### config.mk
export PLATFORM = sky130hd
export DESIGN_NAME = pw_parity_guard
export DESIGN_NICKNAME = d
export VERILOG_FILES = /design/src/rtl/pwp_pkg.sv /design/src/rtl/pwp_post_fifo.sv /design/src/rtl/pwp_perr_pipe.sv /design/src/rtl/pwp_serr_gate.sv /design/src/rtl/pwp_sticky.sv /design/src/rtl/pw_parity_guard.sv
export SDC_FILE = /design/constraint.sdc
export NUM_CORES = 1
export LEC_CHECK = 0
export ABC_AREA = 0
export ABC_CLOCK_PERIOD_IN_PS = 2100
export BUFFER_PORTS_ARGS = -buffer_cell sky130_fd_sc_hd__buf_2
export CAP_MARGIN = 20
export CELL_PAD_IN_SITES_DETAIL_PLACEMENT = 1
export CELL_PAD_IN_SITES_GLOBAL_PLACEMENT = 1
export CORE_UTILIZATION = 44
export DETAILED_ROUTE_END_ITERATION = 8
export GPL_TIMING_DRIVEN = 0
export HOLD_SLACK_MARGIN = 0.1
export PLACE_DENSITY = 0.74
export SETUP_SLACK_MARGIN = 0.1
export SLEW_MARGIN = 20
export SYNTH_ARGS = -nofsm -noshare
export SYNTH_HDL_FRONTEND = slang
export SYNTH_SLANG_ARGS = --single-unit
### constraint.sdc
create_clock -name clk -period 2.1 [get_ports clk]
set_clock_uncertainty 0.05 [all_clocks]
set_input_delay 0.42 -clock clk [delete_from_list [all_inputs] [get_ports clk]]
set_output_delay 0.42 -clock clk [all_outputs]
set_load 0.05 [all_outputs]
### src/rtl/pwp_pkg.sv
package pwp_pkg;
  // Positions of the sticky status bits inside the status vector.
  typedef enum logic [1:0] {
    ST_P_DET    = 2'd0,
    ST_S_DET    = 2'd1,
    ST_S_DPD    = 2'd2,
    ST_SIG_SERR = 2'd3
  } st_idx_e;

  localparam int unsigned ST_NUM = 4;
endpackage

### src/rtl/pwp_post_fifo.sv
// Posted-write buffer: each entry holds a data word and its bad-parity flag.
module pwp_post_fifo #(
  parameter int unsigned DATA_W = 32,
  parameter int unsigned DEPTH  = 4
) (
  input  logic              clk,
  input  logic              rst_n,
  input  logic              in_valid,
  input  logic [DATA_W-1:0] in_data,
  input  logic              in_bad,
  output logic              in_ready,
  output logic              out_valid,
  output logic [DATA_W-1:0] out_data,
  output logic              out_bad,
  input  logic              out_ready
);
  localparam int unsigned AW = (DEPTH > 1) ? $clog2(DEPTH) : 1;
  localparam int unsigned CW = $clog2(DEPTH + 1);
  localparam int unsigned EW = DATA_W + 1;

  logic [EW-1:0] mem [DEPTH];
  logic [AW-1:0] wr_q, wr_d, rd_q, rd_d;
  logic [CW-1:0] cnt_q, cnt_d;
  logic          push, pop;

  assign in_ready  = (cnt_q != CW'(DEPTH));
  assign out_valid = (cnt_q != '0);
  assign {out_bad, out_data} = mem[rd_q];

  always_comb begin
    push  = in_valid & in_ready;
    pop   = out_valid & out_ready;
    wr_d  = wr_q;
    rd_d  = rd_q;
    cnt_d = cnt_q;
    if (push) wr_d = (wr_q == AW'(DEPTH - 1)) ? '0 : wr_q + AW'(1);
    if (pop)  rd_d = (rd_q == AW'(DEPTH - 1)) ? '0 : rd_q + AW'(1);
    case ({push, pop})
      2'b10:   cnt_d = cnt_q + CW'(1);
      2'b01:   cnt_d = cnt_q - CW'(1);
      default: cnt_d = cnt_q;
    endcase
  end

  always_ff @(posedge clk or negedge rst_n) begin
    if (!rst_n) begin
      wr_q  <= '0;
      rd_q  <= '0;
      cnt_q <= '0;
    end else begin
      wr_q  <= wr_d;
      rd_q  <= rd_d;
      cnt_q <= cnt_d;
    end
  end

  // Storage has no reset; the write enable is the accepted phase.
  always_ff @(posedge clk) begin
    if (push) mem[wr_q] <= {in_bad, in_data};
  end
endmodule

### src/rtl/pwp_perr_pipe.sv
// Two-stage delay from an erroneous data phase to the active-low error line,
// with one extra driven-high cycle before release.
module pwp_perr_pipe (
  input  logic clk,
  input  logic rst_n,
  input  logic phase_err,
  input  logic per_en,
  output logic perr_n,
  output logic perr_oe
);
  logic stg_q, stg_d;
  logic act_q, act_d;
  logic tail_q, tail_d;

  always_comb begin
    stg_d  = phase_err & per_en;
    act_d  = stg_q;
    tail_d = act_q;
  end

  always_ff @(posedge clk or negedge rst_n) begin
    if (!rst_n) begin
      stg_q  <= 1'b0;
      act_q  <= 1'b0;
      tail_q <= 1'b0;
    end else begin
      stg_q  <= stg_d;
      act_q  <= act_d;
      tail_q <= tail_d;
    end
  end

  assign perr_n  = ~act_q;
  assign perr_oe = act_q | tail_q;
endmodule

### src/rtl/pwp_serr_gate.sv
// Reacts to the secondary target's parity report during a downstream write.
module pwp_serr_gate (
  input  logic clk,
  input  logic rst_n,
  input  logic dn_wr_active,
  input  logic s_perr_in_n,
  input  logic cfg_serr_en,
  input  logic cfg_pw_serr_dis,
  input  logic cfg_s_per,
  input  logic cfg_p_per,
  output logic dpd_set,
  output logic serr_set,
  output logic serr_n,
  output logic serr_oe
);
  logic evt, evt_q;
  logic serr_q, serr_d;
  logic gates_ok;

  always_comb begin
    evt      = dn_wr_active & ~s_perr_in_n;
    gates_ok = cfg_serr_en & ~cfg_pw_serr_dis & cfg_s_per & cfg_p_per;
    dpd_set  = evt & cfg_s_per;
    serr_set = evt & ~evt_q & gates_ok;
    serr_d   = serr_set;
  end

  always_ff @(posedge clk or negedge rst_n) begin
    if (!rst_n) begin
      evt_q  <= 1'b0;
      serr_q <= 1'b0;
    end else begin
      evt_q  <= evt;
      serr_q <= serr_d;
    end
  end

  assign serr_n  = ~serr_q;
  assign serr_oe = serr_q;
endmodule

### src/rtl/pwp_sticky.sv
// Bank of sticky status bits; set has priority over write-one-to-clear.
module pwp_sticky #(
  parameter int unsigned N = 4
) (
  input  logic         clk,
  input  logic         rst_n,
  input  logic [N-1:0] set_i,
  input  logic [N-1:0] clr_i,
  output logic [N-1:0] q_o
);
  logic [N-1:0] q_q, q_d;

  for (genvar i = 0; i < N; i++) begin : g_bit
    always_comb q_d[i] = set_i[i] | (q_q[i] & ~clr_i[i]);

    always_ff @(posedge clk or negedge rst_n) begin
      if (!rst_n) q_q[i] <= 1'b0;
      else        q_q[i] <= q_d[i];
    end
  end

  assign q_o = q_q;
endmodule

### src/rtl/pw_parity_guard.sv
module pw_parity_guard
  import pwp_pkg::*;
#(
  parameter int unsigned DATA_W    = 32,
  parameter int unsigned BUF_DEPTH = 4
) (
  input  logic              clk,
  input  logic              rst_n,
  input  logic              cfg_p_per,
  input  logic              cfg_s_per,
  input  logic              cfg_serr_en,
  input  logic              cfg_pw_serr_dis,
  input  logic              p_wr_valid,
  input  logic [DATA_W-1:0] p_wr_data,
  input  logic              p_par_err,
  output logic              p_wr_ready,
  output logic              s_out_valid,
  output logic [DATA_W-1:0] s_out_data,
  output logic              s_out_bad_par,
  input  logic              s_out_ready,
  input  logic              s_wr_valid,
  input  logic [DATA_W-1:0] s_wr_data,
  input  logic              s_par_err,
  output logic              s_wr_ready,
  output logic              p_out_valid,
  output logic [DATA_W-1:0] p_out_data,
  output logic              p_out_bad_par,
  input  logic              p_out_ready,
  output logic              p_perr_n,
  output logic              p_perr_oe,
  output logic              s_perr_n,
  output logic              s_perr_oe,
  input  logic              dn_wr_active,
  input  logic              s_perr_in_n,
  output logic              p_serr_n,
  output logic              p_serr_oe,
  output logic              st_p_det_par,
  output logic              st_s_det_par,
  output logic              st_s_dpd,
  output logic              st_sig_serr,
  input  logic              clr_p_det_par,
  input  logic              clr_s_det_par,
  input  logic              clr_s_dpd,
  input  logic              clr_sig_serr
);
  logic              p_err_phase, s_err_phase;
  logic              dpd_set, serr_set;
  logic [ST_NUM-1:0] st_set, st_clr, st_q;

  // An accepted phase with a failed parity check; acceptance ignores parity.
  assign p_err_phase = p_wr_valid & p_wr_ready & p_par_err;
  assign s_err_phase = s_wr_valid & s_wr_ready & s_par_err;

  // Downstream posted path: primary target side to secondary initiator side.
  pwp_post_fifo #(.DATA_W(DATA_W), .DEPTH(BUF_DEPTH)) u_dn_buf (
    .clk       (clk),
    .rst_n     (rst_n),
    .in_valid  (p_wr_valid),
    .in_data   (p_wr_data),
    .in_bad    (p_par_err),
    .in_ready  (p_wr_ready),
    .out_valid (s_out_valid),
    .out_data  (s_out_data),
    .out_bad   (s_out_bad_par),
    .out_ready (s_out_ready)
  );

  // Upstream posted path: secondary target side to primary initiator side.
  pwp_post_fifo #(.DATA_W(DATA_W), .DEPTH(BUF_DEPTH)) u_up_buf (
    .clk       (clk),
    .rst_n     (rst_n),
    .in_valid  (s_wr_valid),
    .in_data   (s_wr_data),
    .in_bad    (s_par_err),
    .in_ready  (s_wr_ready),
    .out_valid (p_out_valid),
    .out_data  (p_out_data),
    .out_bad   (p_out_bad_par),
    .out_ready (p_out_ready)
  );

  pwp_perr_pipe u_p_perr (
    .clk       (clk),
    .rst_n     (rst_n),
    .phase_err (p_err_phase),
    .per_en    (cfg_p_per),
    .perr_n    (p_perr_n),
    .perr_oe   (p_perr_oe)
  );

  pwp_perr_pipe u_s_perr (
    .clk       (clk),
    .rst_n     (rst_n),
    .phase_err (s_err_phase),
    .per_en    (cfg_s_per),
    .perr_n    (s_perr_n),
    .perr_oe   (s_perr_oe)
  );

  pwp_serr_gate u_serr (
    .clk             (clk),
    .rst_n           (rst_n),
    .dn_wr_active    (dn_wr_active),
    .s_perr_in_n     (s_perr_in_n),
    .cfg_serr_en     (cfg_serr_en),
    .cfg_pw_serr_dis (cfg_pw_serr_dis),
    .cfg_s_per       (cfg_s_per),
    .cfg_p_per       (cfg_p_per),
    .dpd_set         (dpd_set),
    .serr_set        (serr_set),
    .serr_n          (p_serr_n),
    .serr_oe         (p_serr_oe)
  );

  always_comb begin
    st_set              = '0;
    st_clr              = '0;
    st_set[ST_P_DET]    = p_err_phase;
    st_set[ST_S_DET]    = s_err_phase;
    st_set[ST_S_DPD]    = dpd_set;
    st_set[ST_SIG_SERR] = serr_set;
    st_clr[ST_P_DET]    = clr_p_det_par;
    st_clr[ST_S_DET]    = clr_s_det_par;
    st_clr[ST_S_DPD]    = clr_s_dpd;
    st_clr[ST_SIG_SERR] = clr_sig_serr;
  end

  pwp_sticky #(.N(ST_NUM)) u_status (
    .clk   (clk),
    .rst_n (rst_n),
    .set_i (st_set),
    .clr_i (st_clr),
    .q_o   (st_q)
  );

  assign st_p_det_par = st_q[ST_P_DET];
  assign st_s_det_par = st_q[ST_S_DET];
  assign st_s_dpd     = st_q[ST_S_DPD];
  assign st_sig_serr  = st_q[ST_SIG_SERR];
endmodule

==> results.yml <==
run_status:
  outcome: "complete, but fails checks"
  violations: "setup timing"
logic_synthesis:
  synth_xor_xnor_area_share_pct: 0.485
  netlist_area_mm2: 0.0108
  synth_area_leaders: "edfxtp_1 73%, mux4_2 14%, dfrtp_1 6.0%"
  synth_compound_area_share_pct: 0.347
  synthesis.nets: 554
  synth_simple_gate_area_share_pct: 1.85
  synth-adder-area-share_pct: 1.76
  synth_top_area_share_pct: 73.2
  synthMuxAreaShare_pct: 14.8
  seq_area_frac_synth_pct: 79.2
  ys_types: 27
  synth_cells: 458
  synth_top_family_by_area: "multiplexers"
  ys.warnings.count: 0
  synth_area_per_cell_um2: 23.6
  ys_ff_latch: 290
  synth_area_leader_cell: "edfxtp_1"
cells_and_area:
  syn_to_final_growth_pct: 37.1
  fillers: 2070
  final_cell_mix: "264 x edfxtp_1, 93 x buf_2, 74 x dlygate4sd3_1, 71 x buf_6, 66 x mux4_2"
  diodes: 0
  final_core_util_pct: 61.2
  final_common_cell: "edfxtp_1"
  drive_gt1_share_pct: 46.5
  num-nets-final: 857
floorplanning:
  dieWidth_um: 159
  rows: 57
  coreArea_mm2: 0.0242
  die_y_um: 159
  initial_core_util_pct: 44.7
  dieArea_mm2: 0.0252
  io_pins: 162
detailed_routing:
  dr.first_iter.drc_count: 216
  via_per_inst: 5.08
  drtAntennaViolNets: 0
  drt-total-wl_um: 24900
  drc: 0
  drtPass1Iterations: 4
  post_drt_wl_per_cell_um: 22.5
  num_vias: 5621
timing:
  min_period_ns: 2.47
  setup_viol_count_final: 68
  hold-worst-slack_ns: 0.135
  fin_ws_ns: -0.365
  slew_headroom_pct: 60.4
  fmax_mhz: 406
  period_share_pct: 117
  hold_viol_final: 0
  worstMarginPinSlew_ns: 0.594
  slew_viol_final: 0
  rsz0062_at_grt: "yes"
placement:
  gp_congestion: 0.684
  pre_cts_ws_ns: -0.124
  dpl.hpwl_um: 13600
  io_buffer_count: 161
cts:
  clock_latency_ns: 0.53
  numClockSinks: 290
  cts_tree: "yes"
  clockRootBuffer: "clkbuf_16"
  clkSlewWorstSetupHoldPaths_ns: 0.07
  cts_buffers: 29
  cts.htree.levels: 1
  cts.path.max_buffers: 3
run:
  drv_cap: 0
grt:
  grt_max_degree: 34
  top_usage_layer: "met2"
  met1_usage_pct: 23.6
  grt_pass1_wl_um: 37500
  antenna_found_initial: 0
  grtUsageMet2_pct: 36.4
  overflow: 0
  first_global_vias: 6492
  grt_usage_pct: 19.6
  grt.met3_usage_pct: 2.95
setup_path:
  crit_slowest_cell: "mux4_2"
  critPathArrivalTime_ns: 2.00
  worstPathMaxFanout: 10
  cp.buffers_inverters: 3
  crit_type: "reg -> out"
  endpoint_kind: "primary output"
  path_cells: "buf_12 -> buf_12 -> mux4_2 -> buf_6"
  slowest_delay_ns: 0.53
  crit_family: "multiplexers"
  start_kind: "flop"
  required_ns: 1.63
  crit_top_cell: "buf_12"
power:
  total_power_uw: 24300
  worst_ir_drop_vdd_uv: 846
  leakagePower_uw: 0.00547
  power.density_mw_per_mm2: 1630
hold_path:
  hp-class: "in -> reg"
## routing by layer
metal / vias up / share of wire [%]
li1: 2489 / -
met1: 2966 / 39
met2: 131 / 55
met3: 35 / 3.8
met4: 0 / 1.7
met5: - / 0
## synth_stat cells (all sizes together)
cell type    n
edfxtp     264
mux4        66
dfrtp       26
inv         21
buf         16
ha          12
and3        10
mux2         8
nor2         6
nand2        4
xor2         4
a22o         2
and2         2
fa           2
o21ai        2
or2          2
or3          2
or3b         2
xnor2        2
a21o         1
mux2i        1
nand3b       1
nor2b        1
nor4         1
## path summary, 6_finish.rpt
check / cells after the start / slack [ns] / to / startpoint
max: 4 / -0.37 / p_out_data[30] / u_up_buf.rd_q[0]
min: 1 / 0.14 / u_dn_buf.mem[1][32] / p_par_err
max reg2reg: 9 / -0.20 / u_up_buf.cnt_q[2] / u_up_buf.cnt_q[1]
min reg2reg: 0 / 0.30 / u_p_perr.act_q / u_p_perr.act_d
max in group asynchronous: 2 / 1.18 / u_dn_buf.rd_q[0] / rst_n
min in group asynchronous: 2 / 0.38 / u_up_buf.cnt_q[0] / rst_n
## cell type report
class / count / area, um2 / area share (%)
well taps: 324 / 405 / 2.73
clock buffers: 37 / 787 / 5.30
inverters: 21 / 81.3 / 0.548
plain buffers: 16 / 223 / 1.50
repair buffers: 272 / 2450 / 16.5
flip-flops and latches: 290 / 8580 / 57.8
clock inverters: 16 / 158 / 1.06
multi-input cells: 131 / 2160 / 14.6
## metrics by stage
| step | area [um2] | TNS [ns] | cells |
|---|---|---|---|
| global placement | 12100 | -2.23 | 943 |
| global route | 14900 | -25.81 | 1107 |
| detailed placement | 12100 | -3.50 | 943 |
| finish | 14900 | -21.56 | 1107 |
| floorplan | 10900 | -0.0640 | 458 |
| CTS | 14500 | -20.85 | 1088 |
## registers in the layout, indices dropped and copies added, names as in the netlist
| register | cells |
|---|---|
| u_s_perr.act_q | 1 |
| u_dn_buf.rd_q | 2 |
| u_dn_buf.mem | 132 |
| u_serr.evt_q | 1 |
| u_s_perr.tail_q | 1 |
| u_dn_buf.wr_q | 2 |
| u_p_perr.act_d | 1 |
| u_p_perr.tail_q | 1 |
| u_up_buf.cnt_q | 3 |
| u_up_buf.wr_q | 2 |
| u_dn_buf.cnt_q | 3 |
| u_up_buf.rd_q | 2 |
| u_serr.serr_oe | 1 |
| u_up_buf.mem | 132 |
| u_status.q_o | 4 |
| u_p_perr.act_q | 1 |
| u_s_perr.act_d | 1 |
## kinds of logic (layout without fill, tap and decap cells)
group / after synthesis / in the layout
adders and majority gates: 14 / 14
muxes: 75 / 75
AOI/OAI and AO/OA: 5 / 5
buffers and inverters: 37 / 362
xor gates and xnor gates: 6 / 6
DFF: 290 / 290
and+or+nand+nor: 31 / 31
## power by group
group	switching, uW	total [uW]	internal (uW)	leakage (uW)
registers	411	8030	7620	0.00274
clock network	2130	5140	3010	0.000458
logic	6320	11100	4760	0.00227
total	8860	24300	15400	0.00547
## timing repair
item,4_1_cts,5_1_grt
setup buffers,18,13
hold buffers,74,0
hold endpoints to repair,292,0
setup endpoints to repair,107,74
gates resized for setup,191,26
pin swaps,8,6
cloned,0,6
No activity file was read; power rests on OpenSTA's default activity.
